[config.mk]
export PLATFORM = sky130hd
export DESIGN_NAME = ppu_bank_mapper
export DESIGN_NICKNAME = d
export VERILOG_FILES = /design/src/rtl/ppu_map_pkg.sv /design/src/rtl/ppu_map_regs.sv /design/src/rtl/ppu_pat_map.sv /design/src/rtl/ppu_nt_map.sv /design/src/rtl/ppu_bank_mapper.sv
export SDC_FILE = /design/constraint.sdc
export NUM_CORES = 1
export LEC_CHECK = 0
export ABC_CLOCK_PERIOD_IN_PS = 3400
export CORE_ASPECT_RATIO = 0.7
export CORE_MARGIN = 2
export CORE_UTILIZATION = 40
export CTS_CLUSTER_SIZE = 30
export DETAILED_ROUTE_END_ITERATION = 8
export GPL_ROUTABILITY_DRIVEN = 0
export PLACE_DENSITY = 0.61
export SLEW_MARGIN = 20
export SYNTH_ARGS = -nofsm -noshare
export SYNTH_HDL_FRONTEND = slang
export SYNTH_HIERARCHICAL = 1
export SYNTH_SLANG_ARGS = --single-unit
[constraint.sdc]
create_clock -name clk -period 3.4 [get_ports clk]
set_input_delay 0.68 -clock clk [delete_from_list [all_inputs] [get_ports clk]]
set_output_delay 0.68 -clock clk [all_outputs]
set_load 0.02 [all_outputs]
[src/rtl/ppu_map_pkg.sv]
package ppu_map_pkg;

    localparam int NUM_BANKS = 8;
    localparam int SEL_W     = $clog2(NUM_BANKS);
    localparam int SLOT_W    = 3;
    localparam int NUM_SCR   = 4;

    // Pattern banking grain (mode byte bits 1:0)
    typedef enum logic [1:0] {
        GRAIN_1K   = 2'd0,
        GRAIN_2K   = 2'd1,
        GRAIN_MIX2 = 2'd2,
        GRAIN_MIX3 = 2'd3
    } grain_e;

    // Nametable arrangement (mode byte bits 3:2)
    typedef enum logic [1:0] {
        MIR_VERT   = 2'd0,
        MIR_HORZ   = 2'd1,
        MIR_ONE_LO = 2'd2,
        MIR_ONE_HI = 2'd3
    } mirror_e;

    // Mode byte, most significant field first
    typedef struct packed {
        logic    keep_w;
        logic    spare;
        logic    keep_p;
        logic    rom_nt;
        mirror_e mirror;
        grain_e  grain;
    } ctrl_t;

endpackage

[src/rtl/ppu_map_regs.sv]
module ppu_map_regs
    import ppu_map_pkg::*;
#(
    parameter int BANK_W = 8
) (
    input  logic                             clk,
    input  logic                             rst_n,
    input  logic                             cfg_we,
    input  logic [7:0]                       cfg_wdata,
    input  logic                             bank_we,
    input  logic [SEL_W-1:0]                 bank_sel,
    input  logic [BANK_W-1:0]                bank_wdata,
    output ctrl_t                            ctrl_q,
    output logic [NUM_BANKS-1:0][BANK_W-1:0] bank_q
);

    typedef struct packed {
        ctrl_t                            ctrl;
        logic [NUM_BANKS-1:0][BANK_W-1:0] bank;
    } state_t;

    state_t st_d, st_q;

    always_comb begin
        st_d = st_q;
        if (cfg_we) begin
            st_d.ctrl = ctrl_t'(cfg_wdata);
        end
        if (bank_we) begin
            st_d.bank[bank_sel] = bank_wdata;
        end
    end

    always_ff @(posedge clk or negedge rst_n) begin
        if (!rst_n) begin
            st_q <= '0;
        end else begin
            st_q <= st_d;
        end
    end

    assign ctrl_q = st_q.ctrl;
    assign bank_q = st_q.bank;

endmodule

[src/rtl/ppu_pat_map.sv]
module ppu_pat_map
    import ppu_map_pkg::*;
#(
    parameter int BANK_W = 8
) (
    input  grain_e                           grain,
    input  logic [SLOT_W-1:0]                slot,
    input  logic [NUM_BANKS-1:0][BANK_W-1:0] bank,
    output logic [BANK_W-1:0]                pat_bank
);

    localparam int HALF = NUM_BANKS / 2;

    logic [NUM_BANKS-1:0][BANK_W-1:0] win_fine;
    logic [NUM_BANKS-1:0][BANK_W-1:0] win_pair;
    logic [NUM_BANKS-1:0][BANK_W-1:0] win_mix;

    // Per-window register choice for each grain
    for (genvar w = 0; w < NUM_BANKS; w++) begin : g_win
        localparam int PAIR_IDX = w / 2;
        localparam int MIX_IDX  = (w < HALF) ? w : HALF + (w - HALF) / 2;
        assign win_fine[w] = bank[w];
        assign win_pair[w] = bank[PAIR_IDX];
        assign win_mix[w]  = bank[MIX_IDX];
    end

    always_comb begin
        unique case (grain)
            GRAIN_1K: pat_bank = win_fine[slot];
            GRAIN_2K: pat_bank = win_pair[slot];
            default:  pat_bank = win_mix[slot];
        endcase
    end

endmodule

[src/rtl/ppu_nt_map.sv]
module ppu_nt_map
    import ppu_map_pkg::*;
#(
    parameter int BANK_W = 8
) (
    input  grain_e                         grain,
    input  mirror_e                        mirror,
    input  logic [1:0]                     screen,
    input  logic [NUM_SCR-1:0][BANK_W-1:0] nt_bank,   // r4..r7
    output logic                           nt_a10,
    output logic [BANK_W-1:0]              nt_rom_bank
);

    logic [NUM_SCR-1:0][BANK_W-1:0] rom_alt;   // r6 r7 r6 r7, bit 0 <- A10
    logic [NUM_SCR-1:0][BANK_W-1:0] rom_pair;  // r6 r6 r7 r7, bit 0 <- A11
    logic [NUM_SCR-1:0]             free_a10;
    logic                           mir_a10;

    for (genvar s = 0; s < NUM_SCR; s++) begin : g_scr
        localparam int ALT_SRC  = 2 + (s % 2);
        localparam int PAIR_SRC = 2 + (s / 2);
        localparam bit ALT_BIT  = (s % 2) != 0;
        localparam bit PAIR_BIT = (s / 2) != 0;
        assign rom_alt[s]  = {nt_bank[ALT_SRC][BANK_W-1:1], ALT_BIT};
        assign rom_pair[s] = {nt_bank[PAIR_SRC][BANK_W-1:1], PAIR_BIT};
        assign free_a10[s] = nt_bank[s][0];
    end

    always_comb begin
        unique case (mirror)
            MIR_VERT:   mir_a10 = screen[0];
            MIR_HORZ:   mir_a10 = screen[1];
            MIR_ONE_LO: mir_a10 = 1'b0;
            default:    mir_a10 = 1'b1;
        endcase
    end

    always_comb begin
        if (grain == GRAIN_2K) begin
            nt_a10      = free_a10[screen];
            nt_rom_bank = nt_bank[screen];
        end else begin
            nt_a10      = mir_a10;
            nt_rom_bank = mirror[0] ? rom_pair[screen] : rom_alt[screen];
        end
    end

endmodule

[src/rtl/ppu_bank_mapper.sv]
module ppu_bank_mapper
    import ppu_map_pkg::*;
#(
    parameter int BANK_W = 8
) (
    input  logic              clk,
    input  logic              rst_n,
    input  logic              cfg_we,
    input  logic [7:0]        cfg_wdata,
    input  logic              bank_we,
    input  logic [2:0]        bank_sel,
    input  logic [BANK_W-1:0] bank_wdata,
    input  logic [3:0]        ppu_a,
    output logic [BANK_W-1:0] chr_bank,
    output logic              ciram_ce_n,
    output logic              ciram_a10
);

    ctrl_t                            ctrl_q;
    logic [NUM_BANKS-1:0][BANK_W-1:0] bank_q;
    logic [BANK_W-1:0]                pat_bank;
    logic [BANK_W-1:0]                nt_rom_bank;
    logic                             nt_a10;
    logic                             nt_hit;
    logic                             unused_ctrl_bits;

    ppu_map_regs #(.BANK_W(BANK_W)) u_regs (
        .clk        (clk),
        .rst_n      (rst_n),
        .cfg_we     (cfg_we),
        .cfg_wdata  (cfg_wdata),
        .bank_we    (bank_we),
        .bank_sel   (bank_sel),
        .bank_wdata (bank_wdata),
        .ctrl_q     (ctrl_q),
        .bank_q     (bank_q)
    );

    ppu_pat_map #(.BANK_W(BANK_W)) u_pat (
        .grain    (ctrl_q.grain),
        .slot     (ppu_a[SLOT_W-1:0]),
        .bank     (bank_q),
        .pat_bank (pat_bank)
    );

    ppu_nt_map #(.BANK_W(BANK_W)) u_nt (
        .grain       (ctrl_q.grain),
        .mirror      (ctrl_q.mirror),
        .screen      (ppu_a[1:0]),
        .nt_bank     (bank_q[NUM_BANKS-1:NUM_BANKS-NUM_SCR]),
        .nt_a10      (nt_a10),
        .nt_rom_bank (nt_rom_bank)
    );

    // Stored mode bits that steer nothing
    assign unused_ctrl_bits = ^{ctrl_q.keep_w, ctrl_q.spare, ctrl_q.keep_p};

    assign nt_hit = ppu_a[3];

    always_comb begin
        if (!nt_hit) begin
            chr_bank   = pat_bank;
            ciram_ce_n = 1'b1;
            ciram_a10  = 1'b0;
        end else if (!ctrl_q.rom_nt) begin
            chr_bank   = '0;
            ciram_ce_n = 1'b0;
            ciram_a10  = nt_a10;
        end else begin
            chr_bank   = nt_rom_bank;
            ciram_ce_n = 1'b1;
            ciram_a10  = 1'b0;
        end
    end

endmodule

==> results of run 1 <==
-- worst min path at each step --
stage | cells after the start | slack [ns] | to | from
final | 2 | 0.36 | u_regs/bank_q[20] | rst_n
after global routing | 2 | 0.39 | u_regs/bank_q[20] | rst_n
after global placement | 1 | 0.51 | u_regs/bank_q[26] | u_regs/bank_q[26]
after floorplan | 0 | 0.38 | u_regs/bank_q[0] | rst_n
after CTS | 2 | 0.38 | u_regs/bank_q[47] | rst_n
after detailed placement | 1 | 0.52 | u_regs/bank_q[26] | u_regs/bank_q[26]
-- power groups by stage --
stage	clock, W	sequential [W]	combinational, W
after floorplan	0	0.00111	0.000581
after global placement	0	0.00116	0.000747
after detailed placement	0	0.00117	0.000766
after CTS	0.000891	0.00116	0.000771
after global routing	0.000925	0.00118	0.000832
final	0.000871	0.00116	0.000768
-- through the flow --
step	std cells	worst slack [ns]
2_1_floorplan	374	0.683
3_3_place_gp	542	0.100
3_5_place_dp	542	0.0683
4_1_cts	558	0.0635
5_1_grt	558	0.0104
6_report	558	0.141
-- cells in the final DEF, fill, tap and decap left out, types with 4 or more instances in the layout --
master / n
a21oi_1: 16
a22o_1: 6
buf_12: 4
buf_2: 4
buf_4: 13
clkbuf_16: 9
clkdlybuf4s50_1: 27
dfrtp_1: 69
inv_1: 4
mux2_2: 76
mux2i_1: 33
mux4_2: 15
nand2_1: 25
nand2b_1: 11
nand3_1: 41
nor3_1: 9
o211ai_1: 7
o22ai_2: 7
-- worst max-delay path: cells and delay by family --
| family | cells | cell delay [ns] |
|---|---|---|
| simple gates | 1 | 0.20 |
| buf+inv | 3 | 0.86 |
| mux | 1 | 0.50 |
| compound gates | 2 | 0.33 |
-- flip-flops by register name, indices dropped and copies added (netlist names) --
register       count
u_regs/ctrl_q      5
u_regs/bank_q     64
-- what timing repair did --
action	in CTS	in global routing
hold buffers	0	0
buffers inserted	0	0
resized for setup	0	3
setup endpoints to repair	0	3
-- cell type report --
cell class | count | share of cell area, %
multi-input combinational | 271 | 47.6
inverter | 4 | 0.292
tap | 148 | 3.60
clock buffer | 12 | 4.98
sequential | 69 | 33.5
timing repair buffer | 50 | 9.57
clock inverter | 4 | 0.437
-- per-layer routing --
layer	up-vias	routed length, um
met5	-	0
met1	1631	5010
li1	1473	-
met4	0	228
met3	18	697
met2	91	4750
==> run_results.csv, run 1 <==
group,metric,value,unit
clock_tree,ctsRootBufferMaster,"clkbuf_16",
drt,postRouteAntennaNets,0,
placement,dpl-instance-area,4860,um2
placement,port_buffers,33,
power,internal_power,0.00196,W
finish,n_antenna_cell,0,
floorplan,ios,37,
power,clkPwrFrac,31.1,%
clock_tree,htreeDepth,3,
critical_path,cp_slowest_stage_delay,0.53,ns
floorplan,die_w,129,um
floorplan,start_util,41.7,%
critical_path,crit_end,"chr_bank[0]",
logic_synthesis,synth.avg_cell_area,11.7,um2
drt,firstDrtPassIters,4,
power,power.switching,0.000838,W
critical_path,crit_arrival,2.58,ns
drt,vias,3213,
critical_path,reg2reg_depth,1,
clock_tree,cts_made_buffers,9,
power,power_frac_comb,27.5,%
grt,grt_remaining_overflow,0,
logic_synthesis,netlist_instances,374,
worst_hold_path,min_path_type,"input port to async pin",
critical_path,r2r_slack,2.40,ns
drt,totalWireLength,10.7,mm
timing,period_needed,3.26,ns
critical_path,reg2reg_from,"u_regs/ctrl_q[2]",
critical_path,cp-start-kind,"input port",
finish,final_area,5150,um2
timing,hold_violations,0,
timing,fmax,307,MHz
drt,drc,0,
power,swShare,30.0,%
timing,finalMaxSlewViolations,0,
timing,finalCritPeriodShare,95.8,%
floorplan,die_h,91.6,um
grt,grt-busiest-layer,"met1",
finish,final_nets,432,
critical_path,required,2.72,ns
floorplan,dieArea,11800,um2
grt,grt_pass1_wl,16.9,mm
finish,regArea,1730,um2
critical_path,crit_type,"input port to output port",
critical_path,cp_slowest_cell,"clkdlybuf4s50_1",
run_status,status,"complete, no violations",
clock_tree,cts_tree,"yes",
placement,hpwlAfterDp,7.48,mm
logic_synthesis,netlist_area,4390,um2
grt,grt_use_met2,27.2,%
critical_path,r2r-end,"u_regs/ctrl_q[2]",
timing,worst_pin_slew,0.750,ns
timing,clock_skew,0,ns
drt,wire_per_inst,19.1,um
grt,grt_pass1_vias,3116,
critical_path,crit_chain,"buf_2, buf_12, mux4_2, nor3_1, a21oi_1, a22o_1, clkdlybuf4s50_1",
clock_tree,cts_sinks,69,
timing,slew-limit-headroom,49.8,%
power,seq_power_share,41.4,%
floorplan,rows,31,
timing,setup_tns,0,ns
finish,areaGrowthSynthToFinish,17.4,%
drt,via_per_inst,5.76,
power,power_density,543,nW/um2
finish,fillerInstances,961,
timing,holdWs,0.362,ns
grt,antenna_found_initial,0,
finish,final_util,49.0,%
critical_path,cp-end-kind,"output port",
grt,grtUsageMet3,4.49,%
finish,layout-drive-gt1-share,34.6,%
clock_tree,clk_latency,0.33,ns
clock_tree,clk_pin_slew,0.05,ns
clock_tree,clockBufferDepth,2,
job,cap_viol_max_count,0,
timing,grt_setup_unrepaired,"false",
finish,multi_input_area,2450,um2
grt,met1_usage,27.7,%
logic_synthesis,synthesis.nets,401,
power,p_leak,2.14,nW
logic_synthesis,synth_warnings,6,
timing,setup_viol_count_final,0,
grt,grt_max_degree,70,
critical_path,crit_path_max_fanout,10,
critical_path,critPathLaunch,"ppu_a[0]",
drt,drt_iter0_drc,176,
floorplan,coreArea,10500,um2
grt,grt_usage,18.9,%
power,vdd_drop_max,0.269,mV
power,power,0.00280,W
Note: power is estimated with default switching activity, not from simulation.
==> inputs of run 2 (changes only) <==
--- a/config.mk
+++ b/config.mk
@@ -17,4 +17,4 @@
 export SYNTH_ARGS = -nofsm -noshare
 export SYNTH_HDL_FRONTEND = slang
-export SYNTH_HIERARCHICAL = 1
 export SYNTH_SLANG_ARGS = --single-unit
+export TNS_END_PERCENT = 30
==> constraint.sdc (replaced) <==
create_clock -name clk -period 3.4 [get_ports clk]
set_input_delay 0.85 -clock clk [delete_from_list [all_inputs] [get_ports clk]]
set_output_delay 0.85 -clock clk [all_outputs]
set_load 0.02 [all_outputs]
==> run_results.csv, run 2 <==
group,metric,value,unit
run_status,status,"complete, no violations",
critical_path,crit_arrival,2.46,ns
grt,grt_pass1_wl,15.6,mm
logic_synthesis,synth_edf_count,0,
logic_synthesis,ys_seq_area_share,43.8,%
logic_synthesis,ys_top_cells_by_count,"77 x mux2_2, 69 x dfrtp_1, 18 x mux4_2, 11 x mux2i_1",
floorplan,coreArea,9650,um2
finish,n_antenna_cell,0,
timing,slew-limit-headroom,57.0,%
placement,hpwlAfterDp,6.55,mm
clock_tree,cts_made_buffers,9,
critical_path,required,2.55,ns
critical_path,crit_path_max_fanout,9,
logic_synthesis,synth_warnings,0,
logic_synthesis,ys_top_cells_by_area,"dfrtp_1 44%, mux2_2 22%, mux4_2 10%, mux4_1 3.3%, mux2i_1 2.8%",
finish,layout-drive-gt1-share,48.3,%
placement,port_buffers,33,
drt,via_per_inst,5.71,
power,power_density,576,nW/um2
critical_path,cp-start-kind,"input port",
drt,totalWireLength,9.93,mm
grt,grt_pass1_vias,2805,
power,power,0.00283,W
logic_synthesis,netlist_area,3940,um2
critical_path,critical_path.top_delay_family,"buffers and inverters",
finish,regArea,1730,um2
timing,holdWs,0.511,ns
critical_path,critPathBufInv,3,
timing,finalMaxSlewViolations,0,
clock_tree,cts_tree,"yes",
timing,period_needed,3.31,ns
finish,final_nets,368,
timing,fmax,302,MHz
timing,grt_setup_unrepaired,"false",
floorplan,rows,30,
grt,grt_usage,20.3,%
logic_synthesis,synth_top_cell_by_area,"dfrtp_1",
critical_path,r2r_slack,2.23,ns
critical_path,crit_type,"input port to output port",
finish,multi_input_area,2090,um2
drt,drc,0,
grt,grt_remaining_overflow,0,
logic_synthesis,synth-seq-cells,69,
critical_path,cp_slowest_stage_delay,0.53,ns
floorplan,die_h,87.0,um
timing,worst_pin_slew,0.644,ns
timing,hold_violations,0,
finish,largest_register_ffs,64,
grt,antenna_found_initial,0,
clock_tree,ctsRootBufferMaster,"clkbuf_16",
critical_path,cp-end-kind,"output port",
clock_tree,cts_sinks,69,
logic_synthesis,synth.avg_cell_area,14.0,um2
clock_tree,clk_latency,0.34,ns
clock_tree,clockBufferDepth,2,
worst_hold_path,hold_path_depth,1,
logic_synthesis,async_reset_ff_share,100,%
critical_path,crit_chain,"dlygate4sd2_1, buf_12, mux4_2, o21a_1, nor3_1, o32ai_1, clkbuf_2",
logic_synthesis,synth_most_common_cell,"mux2_2",
logic_synthesis,netlist_instances,281,
finish,final_common_cell,"mux2_2",
clock_tree,clk_pin_slew,0.06,ns
worst_hold_path,hp-start,"u_regs.bank_q[48]",
drt,drt_iter0_drc,200,
drt,vias,2706,
power,p_leak,2.04,nW
finish,final_cell_mix,"77 x mux2_2, 69 x dfrtp_1, 27 x buf_4",
timing,setup_viol_count_final,0,
job,cap_viol_max_count,0,
drt,firstDrtPassIters,4,
drt,wire_per_inst,21.0,um
floorplan,ios,37,
clock_tree,hold_buffers,0,
timing,finalCritPeriodShare,97.3,%
critical_path,reg2reg_depth,3,
critical_path,cp_slowest_cell,"mux4_2",
worst_hold_path,min_path_type,"flip-flop to flip-flop",
floorplan,start_util,40.8,%
timing,clock_skew,0,ns
logic_synthesis,synth_flop_cell,"dfrtp_1",
grt,grt_max_degree,46,
floorplan,die_w,123,um
floorplan,dieArea,10700,um2
clock_tree,htreeDepth,3,
drt,postRouteAntennaNets,0,
worst_hold_path,holdPathEnd,"u_regs.bank_q[48]",
logic_synthesis,yosys.area.top_type_share,43.8,%
logic_synthesis,synthDistinctLibCells,40,
logic_synthesis,synthesis.nets,308,
critical_path,reg2reg_from,"u_regs.ctrl_q[1]",
power,vdd_drop_max,0.290,mV
finish,areaGrowthSynthToFinish,24.8,%
critical_path,r2r-end,"u_regs.ctrl_q[1]",
finish,fillerInstances,856,
## run 2: timing repair
item / 4_1_cts / 5_1_grt
setup buffers: 7 / 0
pin swaps: 1 / 0
endpoints found under the setup margin: 9 / 7
cloned: 1 / 0
resized for setup: 38 / 7
## run 2: where the power goes
| part | internal [W] | switching [W] | leakage, nW |
|---|---|---|---|
| clock network | 0.000660 | 0.000363 | 0.158 |
| registers | 0.000997 | 0.000128 | 0.827 |
| logic | 0.000406 | 0.000276 | 1.06 |
## run 2: how the worst max path moves through the flow
stage | to | cells after the start | slack, ns | from
after floorplan | chr_bank[2] | 6 | 0.40 | ppu_a[2]
final | chr_bank[4] | 7 | 0.09 | ppu_a[0]
after global routing | chr_bank[5] | 7 | 0.0006 | ppu_a[0]
after global placement | chr_bank[5] | 7 | -0.61 | ppu_a[0]
after detailed placement | chr_bank[5] | 7 | -0.60 | ppu_a[0]
after CTS | chr_bank[4] | 7 | -0.07 | ppu_a[2]
## run 2: logic make-up (layout without fill, tap and decap cells)
logic type	after synthesis	count (layout)	synth area share [%]
multiplexers	112	112	39.0
flip-flops	69	69	43.8
AND/OR/NAND/NOR	43	43	7.21
AO/OA/AOI/OAI	37	37	6.54
buffers and inverters	20	85	3.43
## run 2: per-stage QoR
step	setup slack (ns)	util, %	TNS (ns)	cells	instance area [um2]
after global placement	-0.612	47.0	-5.01	450	4530
after CTS	-0.0688	51.0	-0.119	474	4920
after detailed placement	-0.598	47.0	-4.88	450	4530
after global routing	0.000628	51.0	0	474	4920
after floorplan	0.400	-	0	281	3940
final	0.0934	51.0	0	474	4920
## run 2: routing by layer
metal  vias to the layer above  global-route usage [%]  wire length (um)
li1                       1215                       -                 -
met1                      1411                    28.0              4640
met2                        65                    31.0              4590
met3                        15                    6.09               542
met4                         0                    6.48               158
met5                         -                       0                 0
## run 2: cell type report
cell class | instances | area share [%]
Multi-Input combinational cell | 192 | 42.6
Sequential cell | 69 | 35.1
Timing Repair Buffer | 66 | 12.2
Clock buffer | 10 | 4.86
Tap cell | 128 | 3.26
Clock inverter | 6 | 1.76
Inverter | 3 | 0.229
==> inputs of run 3 (changes only) <==
- CTS_CLUSTER_DIAMETER: not set -> 50
- REMOVE_ABC_BUFFERS: not set -> 1
==> run_results.csv, run 3 (synthesis results as in run 2) <==
group,metric,value,unit
power,power_frac_comb,25.2,%
floorplan,start_util,40.8,%
timing,layout_setup_ws,0.0452,ns
timing,worst_pin_slew,0.650,ns
clock_tree,clk_latency,0.33,ns
critical_path,cp-end-kind,"output port",
critical_path,crit_arrival,2.50,ns
floorplan,die_w,123,um
drt,drc,0,
finish,final_util,51.3,%
drt,totalWireLength,10.1,mm
floorplan,dieArea,10700,um2
drt,via_per_inst,5.70,
timing,finalCritPeriodShare,98.7,%
clock_tree,hold_buffers,0,
clock_tree,ctsRootBufferMaster,"clkbuf_16",
critical_path,cpMostUsedCell,"buf_2",
placement,port_buffers,33,
power,seq_power_share,41.0,%
finish,final_area,4950,um2
power,power.switching,0.000751,W
timing,period_needed,3.35,ns
timing,setup_viol_count_final,0,
grt,grt_usage,20.3,%
critical_path,crit_chain,"buf_2, bufbuf_16, mux2i_4, buf_6, buf_4, mux2_2, mux2i_1, o32ai_1, buf_2",
critical_path,critical_path.top_delay_family,"buffers and inverters",
job,cap_viol_max_count,0,
power,swShare,27.4,%
clock_tree,htreeDepth,3,
finish,areaGrowthSynthToFinish,25.5,%
finish,layout-drive-gt1-share,48.9,%
critical_path,cp_slowest_cell,"mux2_2",
floorplan,ios,37,
finish,final_nets,378,
grt,grt_remaining_overflow,0,
critical_path,r2r_slack,2.31,ns
critical_path,reg2reg_from,"u_regs.ctrl_q[1]",
clock_tree,cts_tree,"yes",
critical_path,crit_type,"input port to output port",
finish,largest_register_ffs,64,
critical_path,cp-start-kind,"input port",
timing,fmax,298,MHz
power,power_density,555,nW/um2
placement,hpwlAfterDp,6.67,mm
power,clkPwrFrac,33.8,%
drt,drt_iter0_drc,190,
grt,grt_pass1_vias,2736,
finish,n_antenna_cell,0,
clock_tree,cts_sinks,69,
critical_path,cp_slowest_stage_delay,0.34,ns
critical_path,critPathBufInv,5,
power,p_leak,2.06,nW
floorplan,coreArea,9650,um2
timing,clock_skew,0,ns
grt,antenna_found_initial,0,
clock_tree,clk_pin_slew,0.06,ns
critical_path,critPathLaunch,"ppu_a[0]",
worst_hold_path,min_path_type,"input port to async pin",
timing,hold_violations,0,
drt,wl_met1,4.87,mm
power,vdd_drop_max,0.263,mV
drt,firstDrtPassIters,7,
timing,grt_setup_unrepaired,"true",
power,power,0.00274,W
timing,finalMaxSlewViolations,0,
power,internal_power,0.00199,W
finish,final_cell_mix,"77 x mux2_2, 69 x dfrtp_1, 35 x buf_4",
critical_path,required,2.55,ns
drt,vias,2758,
placement,pre_cts_slack,-0.616,ns
drt,postRouteAntennaNets,0,
grt,grt_max_degree,30,
drt,wire_per_inst,20.9,um
critical_path,r2r-end,"u_regs.ctrl_q[1]",
run_status,status,"complete, no violations",
critical_path,reg2reg_depth,2,
critical_path,crit_cells,9,
clock_tree,clockBufferDepth,2,
drt,wl_met3,665,um
floorplan,rows,30,
placement,dpl-instance-area,4550,um2
clock_tree,cts_made_buffers,9,
drt,wl_met2,4.48,mm
timing,slew-limit-headroom,56.7,%
grt,grt_pass1_wl,15.7,mm
critical_path,crit_path_max_fanout,7,
drt,maxUsedRoutingLayer,"met4",
finish,final_common_cell,"mux2_2",
floorplan,die_h,87.0,um
## run 3: how the worst max path moves through the flow
stage / endpoint / slack (ns)
6_report: chr_bank[4] / 0.05
2_1_floorplan: chr_bank[1] / 0.55
4_1_cts: chr_bank[7] / 0.003
3_3_place_gp: chr_bank[0] / -0.58
3_5_place_dp: chr_bank[0] / -0.62
5_1_grt: chr_bank[0] / -0.02
## run 3: worst register-to-register path: stages, from the launching register on
cell	delay (ns)
dfrtp_1	0.56
inv_1	0.26
o21ai_0	0.20
## run 3: power groups by stage
stage | registers [W] | logic, W | clock network, W
6_report | 0.00113 | 0.000692 | 0.000928
3_3_place_gp | 0.00113 | 0.000669 | 0
2_1_floorplan | 0.00109 | 0.000462 | 0
4_1_cts | 0.00112 | 0.000696 | 0.000948
5_1_grt | 0.00115 | 0.000743 | 0.000983
3_5_place_dp | 0.00114 | 0.000685 | 0
## run 3: timing repair
action | CTS | global route
pin swaps | 0 | 1
cloned | 2 | 0
resized for setup | 41 | 3
setup endpoints to repair | 9 | 4
buffers inserted | 10 | 0
## run 3: area by class of cell
class	instances	area, um2
tap	128	160
sequential	69	1730
fill	841	4700
timing repair buffer	76	668
clock buffer	12	246
multi-input combinational	192	2080
inverter	3	15.0
clock inverter	4	47.5
## run 3: metal layers
metal,track usage (%),vias to the layer above
met5,0,-
met4,5.33,0
met3,5.04,12
met2,30.5,96
met1,29.4,1412
li1,-,1238
## run 3: metrics by stage
| stage | hold slack, ns | TNS, ns | std cells |
|---|---|---|---|
| 2_1_floorplan | 0.471 | 0 | 264 |
| 3_3_place_gp | 0.484 | -4.51 | 456 |
| 3_5_place_dp | 0.493 | -4.71 | 456 |
| 4_1_cts | 0.484 | 0 | 484 |
| 5_1_grt | 0.502 | -0.0220 | 484 |
| 6_report | 0.481 | 0 | 484 |
